File: config.mk
export PLATFORM = sky130hd
export DESIGN_NAME = shift_window_fifo
export DESIGN_NICKNAME = d
export VERILOG_FILES = /design/src/rtl/swf_pkg.sv /design/src/rtl/swf_occupancy.sv /design/src/rtl/swf_window.sv /design/src/rtl/swf_tap.sv /design/src/rtl/shift_window_fifo.sv
export SDC_FILE = /design/constraint.sdc
export NUM_CORES = 1
export LEC_CHECK = 0
export ABC_AREA = 1
export BUFFER_PORTS_ARGS = -buffer_cell sky130_fd_sc_hd__buf_2
export CAP_MARGIN = 20
export CORE_MARGIN = 2
export CORE_UTILIZATION = 45
export CTS_CLUSTER_SIZE = 24
export DETAILED_ROUTE_END_ITERATION = 10
export PLACE_DENSITY = 0.69
export RECOVER_POWER = 100
export SYNTH_ARGS = -nofsm -noshare
export SYNTH_HDL_FRONTEND = slang
export SYNTH_SLANG_ARGS = --single-unit
File: constraint.sdc
create_clock -name clk -period 2.9 [get_ports clk]
set_input_delay 0.435 -clock clk [delete_from_list [all_inputs] [get_ports clk]]
set_output_delay 0.435 -clock clk [all_outputs]
set_load 0.02 [all_outputs]
File: src/rtl/swf_pkg.sv
package swf_pkg;

    // What the occupancy counter does in a cycle
    typedef enum logic [1:0] {
        OCC_HOLD = 2'b00,
        OCC_PUSH = 2'b01,
        OCC_POP  = 2'b10,
        OCC_SWAP = 2'b11
    } occ_op_e;

    // Accepted operations in the current cycle
    typedef struct packed {
        logic push_ok;
        logic pop_ok;
    } grant_t;

    function automatic occ_op_e classify(input grant_t g);
        case ({g.push_ok, g.pop_ok})
            2'b10:   return OCC_PUSH;
            2'b01:   return OCC_POP;
            2'b11:   return OCC_SWAP;
            default: return OCC_HOLD;
        endcase
    endfunction

    // Keep a read position inside stage range 1..hi
    function automatic int clamp_tap(input int raw, input int hi);
        if (raw < 1)  return 1;
        if (raw > hi) return hi;
        return raw;
    endfunction

endpackage

File: src/rtl/swf_occupancy.sv
module swf_occupancy
    import swf_pkg::*;
#(
    parameter int DEPTH = 8,
    parameter int CW    = $clog2(DEPTH + 1)
) (
    input  logic          clk,
    input  logic          rst,
    input  logic          push_req,
    input  logic          pop_req,
    output logic [CW-1:0] count,
    output logic          full,
    output logic          empty,
    output grant_t        grant
);

    localparam logic [CW-1:0] LIMIT = CW'(DEPTH);
    localparam logic [CW-1:0] ONE   = CW'(1);

    occ_op_e op;

    always_comb begin
        full          = (count >= LIMIT);
        empty         = (count == '0);
        // A write into a full queue only goes through if a pop frees a slot
        grant.push_ok = push_req && (!full || pop_req);
        // A pop from an empty queue only goes through as a pass-through
        grant.pop_ok  = pop_req && (!empty || push_req);
        op            = classify(grant);
    end

    always_ff @(posedge clk) begin
        if (rst) begin
            count <= '0;
        end else begin
            case (op)
                OCC_PUSH: count <= count + ONE;
                OCC_POP:  count <= count - ONE;
                default:  count <= count;
            endcase
        end
    end

endmodule

File: src/rtl/swf_window.sv
module swf_window #(
    parameter int DW    = 8,
    parameter int DEPTH = 8
) (
    input  logic                clk,
    input  logic                rst,
    input  logic                shift_en,
    input  logic [DW-1:0]       din,
    output logic [DEPTH*DW-1:0] window
);

    localparam int WBITS = DEPTH * DW;

    // Stage k (1 = oldest, DEPTH = newest) sits at bits [(k-1)*DW +: DW]
    logic [WBITS-1:0] win_q;

    generate
        if (DEPTH == 1) begin : g_single
            always_ff @(posedge clk) begin
                if (rst)           win_q <= '0;
                else if (shift_en) win_q <= din;
            end
        end else begin : g_chain
            always_ff @(posedge clk) begin
                if (rst)           win_q <= '0;
                else if (shift_en) win_q <= {din, win_q[WBITS-1:DW]};
            end
        end
    endgenerate

    assign window = win_q;

endmodule

File: src/rtl/swf_tap.sv
module swf_tap
    import swf_pkg::*;
#(
    parameter int DW    = 8,
    parameter int DEPTH = 8,
    parameter int CW    = $clog2(DEPTH + 1)
) (
    input  logic [CW-1:0]       count,
    input  logic                pass_through,
    input  logic [DW-1:0]       din,
    input  logic [DEPTH*DW-1:0] window,
    output logic [DW-1:0]       dout
);

    localparam int TW = CW + 1;

    int            raw_pos;
    logic [TW-1:0] tap;
    logic [DW-1:0] picked;

    always_comb begin
        // Oldest live word is at depth+1-count; clamp keeps empty on newest
        raw_pos = DEPTH + 1 - int'(count);
        tap     = TW'(clamp_tap(raw_pos, DEPTH));
        picked  = '0;
        for (int k = 1; k <= DEPTH; k++) begin
            if (tap == TW'(k)) picked = window[(k-1)*DW +: DW];
        end
        dout = pass_through ? din : picked;
    end

endmodule

File: src/rtl/shift_window_fifo.sv
module shift_window_fifo
    import swf_pkg::*;
#(
    parameter int DW    = 8,
    parameter int DEPTH = 8
) (
    input  logic          clk,
    input  logic          rst,
    input  logic          wr_valid,
    input  logic [DW-1:0] wr_data,
    input  logic          pop_req,
    output logic [DW-1:0] rd_data,
    output logic          full,
    output logic          empty
);

    localparam int CW = $clog2(DEPTH + 1);

    logic [CW-1:0]       occ_count;
    logic                occ_full;
    logic                occ_empty;
    grant_t              grant;
    logic [DEPTH*DW-1:0] window;

    swf_occupancy #(.DEPTH(DEPTH), .CW(CW)) u_occ (
        .clk      (clk),
        .rst      (rst),
        .push_req (wr_valid),
        .pop_req  (pop_req),
        .count    (occ_count),
        .full     (occ_full),
        .empty    (occ_empty),
        .grant    (grant)
    );

    swf_window #(.DW(DW), .DEPTH(DEPTH)) u_win (
        .clk      (clk),
        .rst      (rst),
        .shift_en (grant.push_ok),
        .din      (wr_data),
        .window   (window)
    );

    swf_tap #(.DW(DW), .DEPTH(DEPTH), .CW(CW)) u_tap (
        .count        (occ_count),
        .pass_through (occ_empty && grant.push_ok),
        .din          (wr_data),
        .window       (window),
        .dout         (rd_data)
    );

    assign full  = occ_full;
    assign empty = occ_empty;

endmodule

==> results.sh, run 1 <==
export IMPL_slowest_stage="dfxtp_1"
export IMPL_cp_num_buf_inv=5
export IMPL_critPathLaunch="u_occ.count[1]"
export IMPL_layout_commonest_cell="nor2_1"
export IMPL_path_clk_slew_ns=0.08
export IMPL_synth_cell_types=27
export IMPL_clock_root_buffer="clkbuf_8"
export IMPL_drt_wirelength_per_cell_um=12.12
export IMPL_ctsHoldBuffers=0
export IMPL_skew_ns=0.006871
export IMPL_hold_violations=0
export IMPL_die_area_mm2=0.008009
export IMPL_io_buffers=21
export IMPL_grt_setup_unrepaired="yes"
export IMPL_dr_pass1_iters=4
export IMPL_timing_final_ws_setup_ns=-0.1995
export IMPL_placementRows=31
export IMPL_maxCapViolCount=0
export IMPL_final_antenna_net_count=0
export IMPL_syn2layout_area_growth_pct=22.37
export IMPL_synth_nets=507
export IMPL_cts_tree="done"
export IMPL_fin_hold_ws_ns=0.3503
export IMPL_cp_cell_sequence="inv_2 -> buf_6 -> ha_4 -> nand2_4 -> nor3_4 -> ha_4 -> nor2_4 -> buf_6 -> a21oi_4 -> inv_4 -> nor2_4 -> nand2_1 -> nand3_1 -> nor2_1 -> nand4_1 -> nand2_1 -> nand2_1 -> buf_6"
export IMPL_drt_wl_total_um=7574
export IMPL_cp_arrival_ns=2.66
export IMPL_ys_seq_area_share_pct=41.38
export IMPL_slowest_delay_ns=0.32
export IMPL_layout_common_cells="nor2_1, nand2_1, o21ai_0"
export IMPL_overflow=0
export IMPL_drc_errors=0
export IMPL_timing_rr_start="u_occ.count[3]"
export IMPL_cp_start_kind="flop"
export IMPL_grt_max_degree=68
export IMPL_fin_area_mm2=0.004025
export IMPL_yosys_top_cells_area="dfxtp_1, nor2_1, o21ai_0"
export IMPL_synth_cells=488
export IMPL_drt_iter0_drc=166
export IMPL_ys_ff_latch=68
export IMPL_ir_drop_mv=0.5846
export IMPL_dp_hpwl_um=4648
export IMPL_vias=3027
export IMPL_avgSynthCellArea_um2=6.741
export IMPL_synth_top_area_cell="dfxtp_1"
export IMPL_grtUsageTotal_pct=19.59
export IMPL_fin_crit_sh_pct=106.9
export IMPL_grt_pass1_vias=2711
export IMPL_clk_path_buf_depth=2
export IMPL_fillers=679
export IMPL_min_path_type="input pin to flop"
export IMPL_syn_area_mm2=0.003289
export IMPL_cts_buffers_inserted=9
export IMPL_crit_path_max_fanout=6
export IMPL_yosys_warnings=0
export IMPL_tightest_slew_ns=0.8360
export IMPL_leakage_nw=1.778
export IMPL_synth_top_area_share_pct=41.38
export IMPL_num_nets_final=541
export IMPL_critPathCaptureType="primary output"
export IMPL_crit_type="flop to primary output"
export IMPL_antenna_found_initial=0
export IMPL_min_period_ns=3.099
export IMPL_placed_area_mm2=0.003580
export IMPL_worstPathRequired_ns=2.47
export IMPL_core_mm2=0.007176
export IMPL_drive_gt1_share_pct=20.91
export IMPL_cts_sinks=68
export IMPL_slew_viol_final=0
export IMPL_grt_pass1_wl_um=12250
export IMPL_violations="negative setup slack"
export IMPL_die_w_um=89.50
export IMPL_die_y_um=89.50
export IMPL_max_slew_margin_pct=44.26
export IMPL_vias_per_cell=4.843
export IMPL_hold_path_startpoint="wr_data[4]"
export IMPL_num_io_pins=22
export IMPL_finalSetupViolCount=8
export IMPL_outcome="complete, but fails checks"
export IMPL_p_per_area_mw_per_mm2=920.9
export IMPL_clk_latency_ns=0.34
export IMPL_max_freq_ghz=0.3226
export IMPL_htreeDepth=3
export IMPL_start_util_pct=45.84
export IMPL_gp_routability_congestion=0.7691
export IMPL_diodes=0
export IMPL_cp_top_family="simple AND/OR/NAND/NOR gates"
==> routing by layer <==
layer,global-route usage (%),routed length [µm],vias up
li1,-,-,1633
met1,25.35,3624,1316
met2,32.66,3550,66
met3,2.955,254,12
met4,8.005,144,0
met5,0,0,-
==> stage by stage <==
stage | utilization, % | power, mW | std cells | setup TNS [ns] | setup slack (ns)
3_5_place_dp | 49.89 | 2.555 | 602 | -0.2152 | -0.04904
6_report | 56.09 | 3.707 | 625 | -1.400 | -0.1995
2_1_floorplan | - | 2.159 | 488 | 0 | 0.02959
5_1_grt | 56.09 | 3.945 | 625 | -2.772 | -0.3364
3_3_place_gp | 49.89 | 2.525 | 602 | 0 | 0.01813
4_1_cts | 54.86 | 3.573 | 621 | -1.339 | -0.1845
==> worst reg2reg max path, cell delays in order (launching register included) <==
cell	delay, ns
dfxtp_2	0.39
inv_1	0.11
o21ai_0	0.44
clkbuf_1	0.56
clkinv_1	0.18
clkbuf_2	0.45
o21ai_0	0.34
a21oi_1	0.08
==> timing repair <==
item | CTS | global route
endpoints found under the setup margin | 8 | 9
setup buffers | 4 | 3
pin swaps | 19 | 30
gates resized for setup | 44 | 21
gates cloned | 0 | 1
==> worst paths after layout <==
path | end | slack [ns] | depth (start not counted)
worst max-delay path | rd_data[6] | -0.20 | 18
worst min-delay path | u_win.window[60] | 0.35 | 3
worst max register to register | u_win.window[21] | 0.20 | 7
worst min register to register | u_win.window[30] | 0.48 | 2
==> cell type report <==
| type | instances | area (µm²) | share of cell area [%] |
|---|---|---|---|
| tap | 99 | 123.9 | 3.077 |
| inverter | 45 | 181.4 | 4.507 |
| timing repair buffer | 44 | 339.1 | 8.424 |
| sequential | 68 | 1364 | 33.88 |
| multi-input combinational | 354 | 1836 | 45.60 |
| clock buffer | 10 | 127.6 | 3.171 |
| clock inverter | 5 | 53.80 | 1.337 |
==> where the power goes <==
part / switching (mW) / internal, mW
combinational: 1.13 / 0.728
sequential: 0.0686 / 1.04
clock: 0.349 / 0.389
total: 1.55 / 2.16
==> synth_stat cells (all sizes together) <==
master  instances
nor4            1
xnor2           1
o21ai          77
nand4          11
nor2          124
nand2          90
fa              1
clkbuf         20
a21oi          21
dfxtp          68
a211oi          1
nor3            2
buf             2
nand3          18
inv            45
ha              6
==> registers in the layout, indices dropped and copies added, names as in the netlist <==
signal and cells:
u_win.window 64, u_occ.count 4
==> logic make-up (layout without fill, tap and decap cells) <==
family / count (synthesis) / after routing / synth area share, %
flip-flops: 68 / 68 / 41.38
XOR/XNOR: 1 / 1 / 0.2663
AND/OR/NAND/NOR: 246 / 247 / 32.14
buffers and inverters: 67 / 104 / 7.721
AO/OA/AOI/OAI: 99 / 99 / 15.60
adder cells (fa/ha/maj): 7 / 7 / 2.891
(Power assumes the default switching activity.)
==> inputs of run 2 (changes only) <==
--- a/config.mk
+++ b/config.mk
@@ -6,13 +6,13 @@
 export NUM_CORES = 1
 export LEC_CHECK = 0
 export ABC_AREA = 1
-export BUFFER_PORTS_ARGS = -buffer_cell sky130_fd_sc_hd__buf_2
 export CAP_MARGIN = 20
 export CORE_MARGIN = 2
 export CORE_UTILIZATION = 45
 export CTS_CLUSTER_SIZE = 24
 export DETAILED_ROUTE_END_ITERATION = 10
-export PLACE_DENSITY = 0.69
+export DONT_BUFFER_PORTS = 1
+export PLACE_DENSITY = 0.66
 export RECOVER_POWER = 100
 export SYNTH_ARGS = -nofsm -noshare
 export SYNTH_HDL_FRONTEND = slang
==> results.sh, run 2 (synthesis results as in run 1) <==
export IMPL_drive_gt1_share_pct=21.41
export IMPL_vias_per_cell=4.998
export IMPL_crit_path_max_fanout=6
export IMPL_outcome="complete, but fails checks"
export IMPL_hold_violations=0
export IMPL_cp_arrival_ns=2.64
export IMPL_placementRows=31
export IMPL_dr_pass1_iters=4
export IMPL_placed_area_mm2=0.003447
export IMPL_cp_num_buf_inv=3
export IMPL_drc_errors=0
export IMPL_gp_routability_congestion=0.8541
export IMPL_min_path_type="input pin to flop"
export IMPL_ir_drop_mv=0.5189
export IMPL_num_nets_final=523
export IMPL_diodes=0
export IMPL_start_util_pct=45.84
export IMPL_drt_iter0_drc=150
export IMPL_finalSetupViolCount=8
export IMPL_seq_area_mm2=0.001365
export IMPL_min_period_ns=3.074
export IMPL_die_w_um=89.50
export IMPL_worst_r2r_setup_slack_ns=0.13
export IMPL_largest_reg_flops=64
export IMPL_skew_ns=0.01144
export IMPL_multiInputGateArea_mm2=0.001882
export IMPL_clock_root_buffer="clkbuf_8"
export IMPL_die_area_mm2=0.008009
export IMPL_timing_rr_start="u_occ.count[1]"
export IMPL_reg2regPathDepth=15
export IMPL_timing_final_ws_setup_ns=-0.1737
export IMPL_layout_commonest_cell="nor2_1"
export IMPL_num_io_pins=22
export IMPL_cp_cell_sequence="inv_4 -> ha_4 -> nand2_4 -> nand2_4 -> nor3_4 -> ha_4 -> inv_4 -> nand2_2 -> nand2_2 -> a21oi_4 -> inv_4 -> nor2_4 -> nand2_1 -> nand3_2 -> nor2_2 -> nand4_1 -> nand2_1 -> nand2_2"
export IMPL_crit_path_end="rd_data[5]"
export IMPL_clk_path_buf_depth=2
export IMPL_fin_area_mm2=0.003948
export IMPL_max_freq_ghz=0.3253
export IMPL_cp_start_kind="flop"
export IMPL_leakage_nw=1.725
export IMPL_fin_crit_sh_pct=106.0
export IMPL_io_buffers=0
export IMPL_cts_tree="done"
export IMPL_violations="negative setup slack"
export IMPL_slowest_delay_ns=0.36
export IMPL_path_clk_slew_ns=0.07
export IMPL_final_antenna_net_count=0
export IMPL_grt_pass1_wl_um=12920
export IMPL_worstPathRequired_ns=2.47
export IMPL_grtUsageTotal_pct=20.86
export IMPL_grt_max_degree=68
export IMPL_drt_wirelength_per_cell_um=12.88
export IMPL_grt_pass1_vias=2797
export IMPL_p_per_area_mw_per_mm2=883.2
export IMPL_vias=3039
export IMPL_cts_buffers_inserted=9
export IMPL_critPathLaunch="u_occ.count[2]"
export IMPL_max_slew_margin_pct=58.66
export IMPL_grt_setup_unrepaired="yes"
export IMPL_overflow=0
export IMPL_drt_wl_total_um=7833
export IMPL_maxCapViolCount=0
export IMPL_critPathCaptureType="primary output"
export IMPL_fillers=675
export IMPL_die_y_um=89.50
export IMPL_reg2reg_to="u_occ.count[3]"
export IMPL_worstSetupPathDepth=18
export IMPL_layout_common_cells="nor2_1, o21ai_0, nand2_1"
export IMPL_cts_sinks=68
export IMPL_tightest_slew_ns=0.6191
export IMPL_crit_type="flop to primary output"
export IMPL_slew_viol_final=0
export IMPL_fin_hold_ws_ns=0.2524
export IMPL_htreeDepth=3
export IMPL_antenna_found_initial=0
export IMPL_core_mm2=0.007176
export IMPL_slowest_stage="dfxtp_2"
export IMPL_syn2layout_area_growth_pct=20.01
export IMPL_cp_top_family="simple AND/OR/NAND/NOR gates"
export IMPL_clk_latency_ns=0.34
export IMPL_dp_hpwl_um=4719
==> run 2: cell types whose count changed in the layout (fill, tap and decap cells not counted), sizes merged <==
| cell | change |
|---|---|
| clkinv | -3 |
| clkinvlp | +1 |
| clkbuf | -3 |
| buf | -12 |
| bufinv | -1 |
| nand3 | -1 |
| inv | +2 |
==> run 2: per-layer routing <==
layer | global-route usage, % | up-vias | wire length (µm)
met5 | 0 | - | 0
met2 | 33.60 | 61 | 3816
li1 | - | 1590 | -
met1 | 27.21 | 1377 | 3618
met3 | 4.709 | 11 | 273
met4 | 8.141 | 0 | 125
==> run 2: cell type report <==
class | instances | share of cell area, %
timing repair buffer | 27 | 6.054
inverter | 45 | 4.469
sequential | 68 | 34.58
clock buffer | 12 | 3.423
tap | 99 | 3.138
clock inverter | 4 | 0.6656
multi-input combinational | 353 | 47.67
==> run 2: repair_timing <==
action                                  4_1_cts  5_1_grt
endpoints found under the setup margin        8        9
endpoints found under the hold margin         0        0
gates resized for setup                      35       24
pin swaps                                    20       12
setup buffers                                10        3
hold buffers                                  0        0
==> run 2: how the worst min path moves through the flow <==
stage | startpoint | to | slack [ns] | depth (start not counted)
2_1_floorplan | u_win.window[30] | u_win.window[22] | 0.45 | 2
3_3_place_gp | u_win.window[7] | u_win.window[7] | 0.46 | 2
3_5_place_dp | u_win.window[24] | u_win.window[16] | 0.47 | 2
4_1_cts | rst | u_occ.count[2] | 0.24 | 3
5_1_grt | rst | u_occ.count[2] | 0.25 | 3
6_report | rst | u_occ.count[2] | 0.25 | 3
==> run 2: power breakdown <==
part / total (mW) / leakage, nW / internal [mW] / switching [mW]
combinational: 1.71 / 1.08 / 0.604 / 1.10
clock: 0.664 / 0.0803 / 0.310 / 0.354
sequential: 1.11 / 0.564 / 1.04 / 0.0754
==> run 2: worst min-delay path, delay by kind of cell <==
| family | cells | cell delay (ns) |
|---|---|---|
| AOI/OAI and AO/OA | 2 | 0.08 |
| buffers and inverters | 1 | 0.05 |
==> run 2: per-stage QoR <==
step,setup TNS (ns),worst slack [ns],power (mW),std cells,utilization [%]
3_5_place_dp,-0.2703,-0.05153,2.447,579,48.04
2_1_floorplan,0,0.02959,2.159,488,-
3_3_place_gp,0,0.05549,2.418,579,48.04
6_report,-1.195,-0.1737,3.487,608,55.01
4_1_cts,-1.068,-0.1630,3.350,605,53.36
5_1_grt,-2.551,-0.3513,3.733,608,55.01
